<file path="src/rtl/swc_pkg.sv">
package swc_pkg;

  typedef enum logic [2:0] {
    TX_IDLE,
    TX_SYNC,
    TX_MARK,
    TX_DATA,
    TX_PAR,
    TX_TAIL
  } tx_state_e;

  typedef enum logic [1:0] {
    RX_HUNT,
    RX_WAIT_HIGH,
    RX_BITS
  } rx_state_e;

  // Cycles from the start of a bit to its sampling point.
  function automatic int unsigned lead_half(input int unsigned period);
    return period / 2;
  endfunction

  // Cycles from the sampling point to the end of the bit.
  function automatic int unsigned trail_half(input int unsigned period);
    return period - (period / 2);
  endfunction

  // Even parity: one when the word holds an odd number of ones.
  function automatic logic even_parity(input logic [31:0] word);
    return ^word;
  endfunction

endpackage

</file>
<file path="src/rtl/swc_line_sync.sv">
module swc_line_sync #(
  parameter int unsigned STAGES   = 2,
  parameter logic        IDLE_VAL = 1'b1
) (
  input  logic clk,
  input  logic rst_n,
  input  logic async_in,
  output logic sync_out
);

  logic [STAGES-1:0] stage_q;

  always_ff @(posedge clk or negedge rst_n) begin
    if (!rst_n) stage_q[0] <= IDLE_VAL;
    else        stage_q[0] <= async_in;
  end

  for (genvar g = 1; g < STAGES; g++) begin : g_stage
    always_ff @(posedge clk or negedge rst_n) begin
      if (!rst_n) stage_q[g] <= IDLE_VAL;
      else        stage_q[g] <= stage_q[g-1];
    end
  end

  assign sync_out = stage_q[STAGES-1];

endmodule

</file>
<file path="src/rtl/swc_tx.sv">
module swc_tx
  import swc_pkg::*;
#(
  parameter int unsigned CHUNK_BITS = 8,
  parameter int unsigned BIT_CYCLES = 6
) (
  input  logic                  clk,
  input  logic                  rst_n,
  input  logic                  tx_valid,
  output logic                  tx_ready,
  input  logic [CHUNK_BITS-1:0] tx_data,
  output logic                  line_oe,
  output logic                  line_out
);

  localparam int unsigned CW = $clog2(BIT_CYCLES);
  localparam int unsigned IW = $clog2(CHUNK_BITS + 1);
  localparam logic [CW-1:0] LAST_CYC = CW'(BIT_CYCLES - 1);
  localparam logic [IW-1:0] LAST_BIT = IW'(CHUNK_BITS - 1);

  tx_state_e             state_q;
  logic [CW-1:0]         cyc_q;
  logic [IW-1:0]         bit_q;
  logic [CHUNK_BITS-1:0] shift_q;
  logic                  par_q;

  // Named events for the checks below.
  logic accept_evt;
  logic mark_evt;
  logic period_end;

  assign tx_ready   = (state_q == TX_IDLE) || (state_q == TX_TAIL);
  assign accept_evt = tx_valid && tx_ready;
  assign mark_evt   = (state_q == TX_MARK);
  assign period_end = (cyc_q == LAST_CYC);

  assign line_oe  = (state_q != TX_IDLE);
  assign line_out = mark_evt
                  || ((state_q == TX_DATA) && shift_q[CHUNK_BITS-1])
                  || ((state_q == TX_PAR) && par_q);

  always_ff @(posedge clk or negedge rst_n) begin
    if (!rst_n) begin
      state_q <= TX_IDLE;
      cyc_q   <= '0;
      bit_q   <= '0;
      shift_q <= '0;
      par_q   <= 1'b0;
    end else begin
      case (state_q)
        TX_IDLE, TX_TAIL: begin
          if (accept_evt) begin
            state_q <= TX_SYNC;
            cyc_q   <= '0;
            shift_q <= tx_data;
            par_q   <= even_parity(32'(tx_data));
          end
        end
        TX_SYNC: begin
          if (period_end) begin
            state_q <= TX_MARK;
            cyc_q   <= '0;
          end else begin
            cyc_q <= cyc_q + 1'b1;
          end
        end
        TX_MARK: begin
          state_q <= TX_DATA;
          cyc_q   <= '0;
          bit_q   <= '0;
        end
        TX_DATA: begin
          if (period_end) begin
            cyc_q   <= '0;
            shift_q <= {shift_q[CHUNK_BITS-2:0], 1'b0};
            if (bit_q == LAST_BIT) state_q <= TX_PAR;
            else                   bit_q   <= bit_q + 1'b1;
          end else begin
            cyc_q <= cyc_q + 1'b1;
          end
        end
        TX_PAR: begin
          if (period_end) begin
            state_q <= TX_TAIL;
            cyc_q   <= '0;
          end else begin
            cyc_q <= cyc_q + 1'b1;
          end
        end
        default: state_q <= TX_IDLE;
      endcase
    end
  end

  // an accepted chunk begins with a driven low level.
  p_sync_starts_low_r1: assert property (@(posedge clk) disable iff (!rst_n)
    accept_evt |=> (line_oe && !line_out));

  // the mark lasts one cycle and follows a driven low.
  p_mark_after_low_r2: assert property (@(posedge clk) disable iff (!rst_n)
    mark_evt |-> $past(line_oe && !line_out));
  p_mark_single_r2: assert property (@(posedge clk) disable iff (!rst_n)
    mark_evt |=> !mark_evt);

  // between chunks the line stays driven low, and the drive is never dropped.
  p_tail_low_r5: assert property (@(posedge clk) disable iff (!rst_n)
    (line_oe && tx_ready) |-> !line_out);
  p_drive_kept_r5: assert property (@(posedge clk) disable iff (!rst_n)
    line_oe |=> line_oe);

endmodule

</file>
<file path="src/rtl/swc_rx.sv">
module swc_rx
  import swc_pkg::*;
#(
  parameter int unsigned CHUNK_BITS = 8,
  parameter int unsigned BIT_CYCLES = 6
) (
  input  logic                  clk,
  input  logic                  rst_n,
  input  logic                  line_q,
  output logic                  rx_valid,
  input  logic                  rx_ready,
  output logic [CHUNK_BITS-1:0] rx_data,
  output logic                  rx_parity_error
);

  localparam int unsigned CW = $clog2(BIT_CYCLES);
  localparam int unsigned IW = $clog2(CHUNK_BITS + 1);
  localparam int unsigned H1 = lead_half(BIT_CYCLES);
  localparam int unsigned H2 = trail_half(BIT_CYCLES);
  localparam logic [CW-1:0] SAMPLE_AT = CW'(H1);
  localparam logic [CW-1:0] WRAP_AT   = CW'(H1 + H2 - 1);
  localparam logic [IW-1:0] PAR_SLOT  = IW'(CHUNK_BITS);

  rx_state_e             state_q;
  logic [CW-1:0]         cyc_q;
  logic [IW-1:0]         bit_q;
  logic [CHUNK_BITS-1:0] shift_q;
  logic                  valid_q;
  logic [CHUNK_BITS-1:0] data_q;
  logic                  err_q;

  // Named events for the checks below.
  logic sample_evt;
  logic done_evt;
  logic take_evt;

  assign sample_evt = (state_q == RX_BITS) && (cyc_q == SAMPLE_AT);
  assign done_evt   = sample_evt && (bit_q == PAR_SLOT);
  assign take_evt   = valid_q && rx_ready;

  assign rx_valid        = valid_q;
  assign rx_data         = data_q;
  assign rx_parity_error = err_q;

  always_ff @(posedge clk or negedge rst_n) begin
    if (!rst_n) begin
      state_q <= RX_HUNT;
      cyc_q   <= '0;
      bit_q   <= '0;
      shift_q <= '0;
      valid_q <= 1'b0;
      data_q  <= '0;
      err_q   <= 1'b0;
    end else begin
      if (take_evt) valid_q <= 1'b0;
      case (state_q)
        RX_HUNT: begin
          if (!valid_q && !line_q) state_q <= RX_WAIT_HIGH;
        end
        RX_WAIT_HIGH: begin
          if (line_q) begin
            state_q <= RX_BITS;
            cyc_q   <= '0;
            bit_q   <= '0;
            shift_q <= '0;
          end
        end
        RX_BITS: begin
          if (done_evt) begin
            data_q  <= shift_q;
            err_q   <= even_parity(32'(shift_q)) ^ line_q;
            valid_q <= 1'b1;
            state_q <= RX_HUNT;
          end else if (sample_evt) begin
            shift_q <= {shift_q[CHUNK_BITS-2:0], line_q};
          end
          if (cyc_q == WRAP_AT) begin
            cyc_q <= '0;
            bit_q <= bit_q + 1'b1;
          end else begin
            cyc_q <= cyc_q + 1'b1;
          end
        end
        default: state_q <= RX_HUNT;
      endcase
    end
  end

  // a waiting result holds still until it is taken.
  p_hold_stable_r9: assert property (@(posedge clk) disable iff (!rst_n)
    (rx_valid && !rx_ready) |=> (rx_valid && $stable(rx_data) && $stable(rx_parity_error)));

  // a chunk completes only when no earlier result is waiting.
  p_done_when_empty_r9: assert property (@(posedge clk) disable iff (!rst_n)
    done_evt |-> !rx_valid);

endmodule

</file>
<file path="src/rtl/swire_chunk_codec.sv">
module swire_chunk_codec #(
  parameter int unsigned CHUNK_BITS = 8,
  parameter int unsigned BIT_CYCLES = 6
) (
  input  logic                  clk,
  input  logic                  rst_n,
  input  logic                  tx_valid,
  output logic                  tx_ready,
  input  logic [CHUNK_BITS-1:0] tx_data,
  output logic                  rx_valid,
  input  logic                  rx_ready,
  output logic [CHUNK_BITS-1:0] rx_data,
  output logic                  rx_parity_error,
  output logic                  line_oe,
  output logic                  line_out,
  input  logic                  line_in
);

  logic line_sync;

  swc_line_sync #(
    .STAGES  (2),
    .IDLE_VAL(1'b1)
  ) u_sync (
    .clk     (clk),
    .rst_n   (rst_n),
    .async_in(line_in),
    .sync_out(line_sync)
  );

  swc_tx #(
    .CHUNK_BITS(CHUNK_BITS),
    .BIT_CYCLES(BIT_CYCLES)
  ) u_tx (
    .clk     (clk),
    .rst_n   (rst_n),
    .tx_valid(tx_valid),
    .tx_ready(tx_ready),
    .tx_data (tx_data),
    .line_oe (line_oe),
    .line_out(line_out)
  );

  swc_rx #(
    .CHUNK_BITS(CHUNK_BITS),
    .BIT_CYCLES(BIT_CYCLES)
  ) u_rx (
    .clk            (clk),
    .rst_n          (rst_n),
    .line_q         (line_sync),
    .rx_valid       (rx_valid),
    .rx_ready       (rx_ready),
    .rx_data        (rx_data),
    .rx_parity_error(rx_parity_error)
  );

endmodule

</file>
<file path="config.mk">
export PLATFORM = sky130hd
export DESIGN_NAME = swire_chunk_codec
export DESIGN_NICKNAME = d
export VERILOG_FILES = /design/src/rtl/swc_pkg.sv /design/src/rtl/swc_line_sync.sv /design/src/rtl/swc_tx.sv /design/src/rtl/swc_rx.sv /design/src/rtl/swire_chunk_codec.sv
export SDC_FILE = /design/constraint.sdc
export NUM_CORES = 1
export LEC_CHECK = 0
export BUFFER_PORTS_ARGS = -buffer_cell sky130_fd_sc_hd__buf_2
export CORE_AREA = 3 3 77 79
export DETAILED_ROUTE_END_ITERATION = 8
export DIE_AREA = 0 0 80 82
export PLACE_DENSITY = 0.63
export SYNTH_ARGS = -nofsm -noshare
export SYNTH_HDL_FRONTEND = slang
export SYNTH_SLANG_ARGS = --single-unit
export TNS_END_PERCENT = 1
</file>
<file path="constraint.sdc">
create_clock -name clk -period 2.5 [get_ports clk]
set_clock_uncertainty 0.05 [all_clocks]
set_input_delay 0.25 -clock clk [delete_from_list [all_inputs] [get_ports clk]]
set_output_delay 0.25 -clock clk [all_outputs]
set_load 0.01 [all_outputs]
</file>
* Word-level counts from Yosys, hierarchy flattened *
Index checks and enable logic that the tools add are counted.
Widths: inputs -> output; s select.

cells by class
  $add $sub $neg = 4
  equal/unequal tests = 24
  multiplexer cells = 32
  bitwise operators = 1
  reduce and logical (&&, ||, !) cells = 33

operators by type and width
  cell                 number
  $reduce_xor 32->1    2
  $mux 8               5
  $pmux 8 s2           2
  $mux 3               9
  $mux 4               4
  $pmux 4 s2           2
  $pmux 3 s5           1
  $ne 2x1->1 const B   7
  $eq 3x3->1 const B   4
  $reduce_and 3->1     4
  $ne 2x2->1 const B   5
  $eq 3x2->1 const B   3
  $pmux 3 s3           1
  $add 4x1->4 const B  2
  $reduce_and 2->1     4
  $logic_and 1x1->1    7
  $add 3x1->3 const B  2
  $mux 2               3
  $pmux 2 s3           1
  $pmux 3 s2           1
  $reduce_bool 2->1    3
  $reduce_bool 3->1    2
  $reduce_and 5->1     1
  $eq 4x3->1 const B   1
  other kinds (13)     18

storage, ports and cells
  bits in registers = 48
  input port bits = 13
  output and inout port bits = 13
  logic and storage cells = 108

* Logic depth before layout (Yosys ltp) *
  depth in word-level cells = 5
  mapped depth = 7
  gate-level depth less buffers = 6

* Cells and area by module *
Synthesis repeated with hierarchy kept, for this count alone.

unflattened totals
  cell total of the unflattened synthesis = 234
  area, all modules = 2433.6 µm²

modules (own cells, without submodules)
  module         times used  cells each  area each (µm²)  sequential area each (µm²)
  swc_rx         1           113         1258.7           675.6
  swc_tx         1           119         1122.3           475.5
  swc_line_sync  1           2           52.6             52.6

* Least setup slack after synthesis *
Ideal clock, no wire load.

  kind = register to register
  start = register u_tx.state_q[2]
  end = register u_tx.shift_q[2]
  setup time = 124 ps
  arrival time = 1501 ps
  required time = 2326 ps
  slack = 825 ps
  cell stages (with the launch flop) = 7
  buffers on the path = 2
  clock period less this slack = 1675 ps
  cells stage by stage = dfrtp_1 -> buf_6 -> nor2b_4 -> or4b_4 -> buf_2 -> o22ai_1 -> a21oi_2

between the ends
  word-level cells in the longest chain between the ends = 5
  elaborated cells on any way between the ends = 11
  classes of those cells = eq/ne: 4; mux: 1; reduce/logical: 6

RTL lines
  element                                               RTL line                    source
  from (decl)                                           swc_tx.sv:21                tx_state_e state_q;
  from (signal assigned)                                swc_tx.sv:44                state_q <= TX_IDLE;
  from (signal assigned)                                swc_tx.sv:53                state_q <= TX_SYNC;
  from (signal assigned)                                swc_tx.sv:61                state_q <= TX_MARK;
  $eq 3x3->1 / $logic_not 3->1 (equally long branches)  swc_tx.sv:32, swc_tx.sv:50
  $logic_or 1x1->1                                      swc_tx.sv:32                assign tx_ready = (state_q == TX_IDLE) || (state_q == TX_TAIL);
  $logic_and 1x1->1                                     swc_tx.sv:33                assign accept_evt = tx_valid && tx_ready;
  $ne 2x1->1 (no line)                                  -
  $reduce_and 3->1 (no line)                            -
  to (signal assigned)                                  swc_tx.sv:55                shift_q <= tx_data;
  to (signal assigned)                                  swc_tx.sv:75                shift_q <= {shift_q[CHUNK_BITS-2:0], 1'b0};
  to (decl)                                             swc_tx.sv:24                logic [CHUNK_BITS-1:0] shift_q;

Parallel ways exist; a longest one is shown, timed or not.
A chain may end at the register's enable or synchronous reset.

* Worst setup path in the final report *
  start = register u_tx.state_q[0]
  end = register u_tx.shift_q[5]

Same word-level chain as after synthesis.

==> flow_metrics.tcl <==
set metrics [dict create \
    wl_per_cell_um 12.3 \
    coreArea_sq_mm 0.00541 \
    fmax_mhz 534 \
    drtPass1Iterations 4 \
    placementRows 27 \
    relSlewSlack 0.619 \
    syn-instance-count 226 \
    power_mw 1.66 \
    synth_seq_area_share 0.508 \
    grtUsageMet3 0.0318 \
    crit_path_end "u_tx.shift_q[5]$_DFFE_PN0P_" \
    max-vdd-ir-drop_v 0.000351 \
    drc 0 \
    first_iter_violations 96 \
    fin_nets 271 \
    critical_path.max_stage_delay_ns 0.58 \
    antenna_found_initial 0 \
    crit_type "flip-flop to flip-flop" \
    crit_chain "nor2b_1 -> or4b_4 -> and2_4 -> a21oi_2" \
    dpl_worst_slack_ns 0.609 \
    grt_pass1_vias 1555 \
    tns_ns 0 \
    rsz0062_at_grt "false" \
    drive_gt1_frac 0.239 \
    cts_resized 0 \
    cts.sinks 48 \
    critPathLaunch "u_tx.state_q[0]$_DFFE_PN0P_" \
    final_common_cell "dfrtp_1" \
    ys_async_sr_fraction 1.00 \
    ios 26 \
    crit_family "simple AND/OR/NAND/NOR gates" \
    io_buffers 25 \
    track_usage 0.132 \
    h-tree-depth 2 \
    worst-path-max-fanout 16 \
    layoutNonFillerInstCount 327 \
    path_depth 4 \
    clk_latency_ns 0.30 \
    arrival_ns 2.05 \
    critPathLaunchType "flip-flop" \
    worstRegToRegCells 4 \
    holdWs_ns 0.101 \
    ys.warnings.count 0 \
    critical_path_buf_inv_count 0 \
    crit_path_end_kind "flip-flop" \
    synth-seq-cells 48 \
    clk_pin_slew_ns 0.09 \
    cts_buffers 5 \
    dr_total_vias 1659 \
    reg2reg_to "u_tx.shift_q[5]$_DFFE_PN0P_" \
    root_buffer "clkbuf_8" \
    n_antenna_cell 0 \
    power_density_mw_per_mm2 619 \
    slowest_stage "or4b_4" \
    min_path_cells 2 \
    synth_nets 243 \
    cts_tree "built" \
    finalHoldViolCount 0 \
    dp_cells 317 \
    grt_max_degree 26 \
    ctsHoldBuffers 1 \
    clock_path_buffers 2 \
    post_cts_buffers 0 \
    viasPerCell 5.07 \
    outcome "finished clean" \
    drt_wl_total_um 4030 \
    yosysUniqueCellTypes 45 \
    drv_slew 0 \
    fin_crit_ns 1.87 \
    ant_nets 0 \
    leakage_nw 1.24 \
    grt_first_pass_wirelength_um 6930 \
    initial_core_util 0.438 \
    die_w_um 80 \
    fin_ws_ns 0.626 \
    die_h_um 82 \
    hpwlAfterDp_um 2920 \
    syn_avg_cell_area_sq_um 10.5 \
    netlist_area_sq_mm 0.00237 \
    die_area_sq_mm 0.00656 \
    final-setup-viol-count 0 \
    use_met2 0.212 \
    grt-busiest-layer "met2" \
    cap_violations 0 \
    final_cell_mix "46 x dfrtp_1, 27 x nand2_1, 25 x buf_2, 15 x o21ai_0, 14 x inv_1" \
    required_ns 2.68 \
    synth_ff_type "dfrtp_1" \
    syn_to_final_growth_pct 13.3 \
    r2r_setup_slack_ns 0.63 \
    tightest_slew_ns 0.572 \
    grtUsageMet1 0.180 \
    period_share 0.750 \
    place_congestion 0.798 \
    grt_overflow 0 \
    hold_path_class "input port to flip-flop" \
    reg2reg_from "u_tx.state_q[0]$_DFFE_PN0P_" \
    synth_edf_count 0 \
]
==> flip-flops by register name (all words and copies together), names as in the netlist <==
name,cells
u_rx.rx_parity_error,1
u_rx.cyc_q,3
u_tx.bit_q,4
u_rx.rx_valid,1
u_sync.sync_out,1
u_tx.cyc_q,3
u_rx.shift_q,8
u_rx.state_q,2
u_tx.state_q,3
u_tx.par_q,1
u_rx.bit_q,4
u_tx.shift_q,8
u_sync.stage_q,1
u_rx.rx_data,8
==> per-layer routing <==
layer / up-vias / wire length [um]
met2: 25 / 1820
met4: 0 / 19
met1: 785 / 2030
met5: - / 0
met3: 2 / 157
li1: 847 / -
==> cells in the mapped netlist (2+ instances only) <==
cell type,number,share of area
o21ai_1,3,0.0063
xnor2_1,12,0.044
nand3b_1,3,0.0095
nor2b_1,5,0.013
a211oi_1,2,0.0063
a22o_1,2,0.0074
nand2b_1,2,0.0053
o211ai_1,3,0.0095
buf_6,2,0.0095
xor2_1,4,0.015
nand2_1,27,0.043
a21oi_2,7,0.026
and3b_1,4,0.015
o21ai_0,15,0.032
mux2_2,10,0.048
nand3_1,9,0.019
a21oi_1,3,0.0063
buf_2,3,0.0063
nor2_1,7,0.011
inv_1,14,0.022
dfrtp_1,46,0.49
clkbuf_1,4,0.0063
nor3_1,4,0.0085
o22ai_1,9,0.024
dfstp_2,2,0.022
a31o_2,2,0.0074
ha_1,4,0.021
==> worst min-delay path by stage <==
stage	startpoint	end
global route	rx_ready	u_rx.rx_valid$_DFF_PN0_
floorplan	rst_n	u_rx.bit_q[0]$_DFFE_PN0P_
finish	rx_ready	u_rx.rx_valid$_DFF_PN0_
detailed placement	rst_n	u_rx.cyc_q[2]$_DFFE_PN0P_
CTS	line_in	u_sync.stage_q[0]$_DFF_PN1_
global placement	rst_n	u_rx.cyc_q[2]$_DFFE_PN0P_
==> final cells by class <==
class	count	area, sq um
repair buffers	30	180
multi-input cells	155	1060
clock inverters	2	13.8
well taps	72	90.1
flip-flops and latches	48	1200
fillers	517	2720
inverters	14	52.6
clock buffers	6	82.6
==> kinds of logic (layout without fill, tap and decap cells) <==
family / after synthesis / in the layout / synth area share
compound gates: 53 / 53 / 0.149
buf+inv: 23 / 52 / 0.0444
mux: 11 / 11 / 0.0518
fa+ha+maj: 4 / 4 / 0.0211
xor+xnor: 17 / 17 / 0.0687
simple gates: 70 / 70 / 0.156
flops: 48 / 48 / 0.508
==> power breakdown <==
part | internal [mW] | switching [mW]
logic | 0.131 | 0.155
registers | 0.834 | 0.0567
clock network | 0.226 | 0.258
==> per-stage QoR <==
stage	area (sq um)	util
after floorplan	2370	-
after global placement	2560	0.475
after detailed placement	2560	0.475
after CTS	2670	0.494
after global routing	2680	0.496
final	2680	0.496
(Power assumes the default switching activity.)
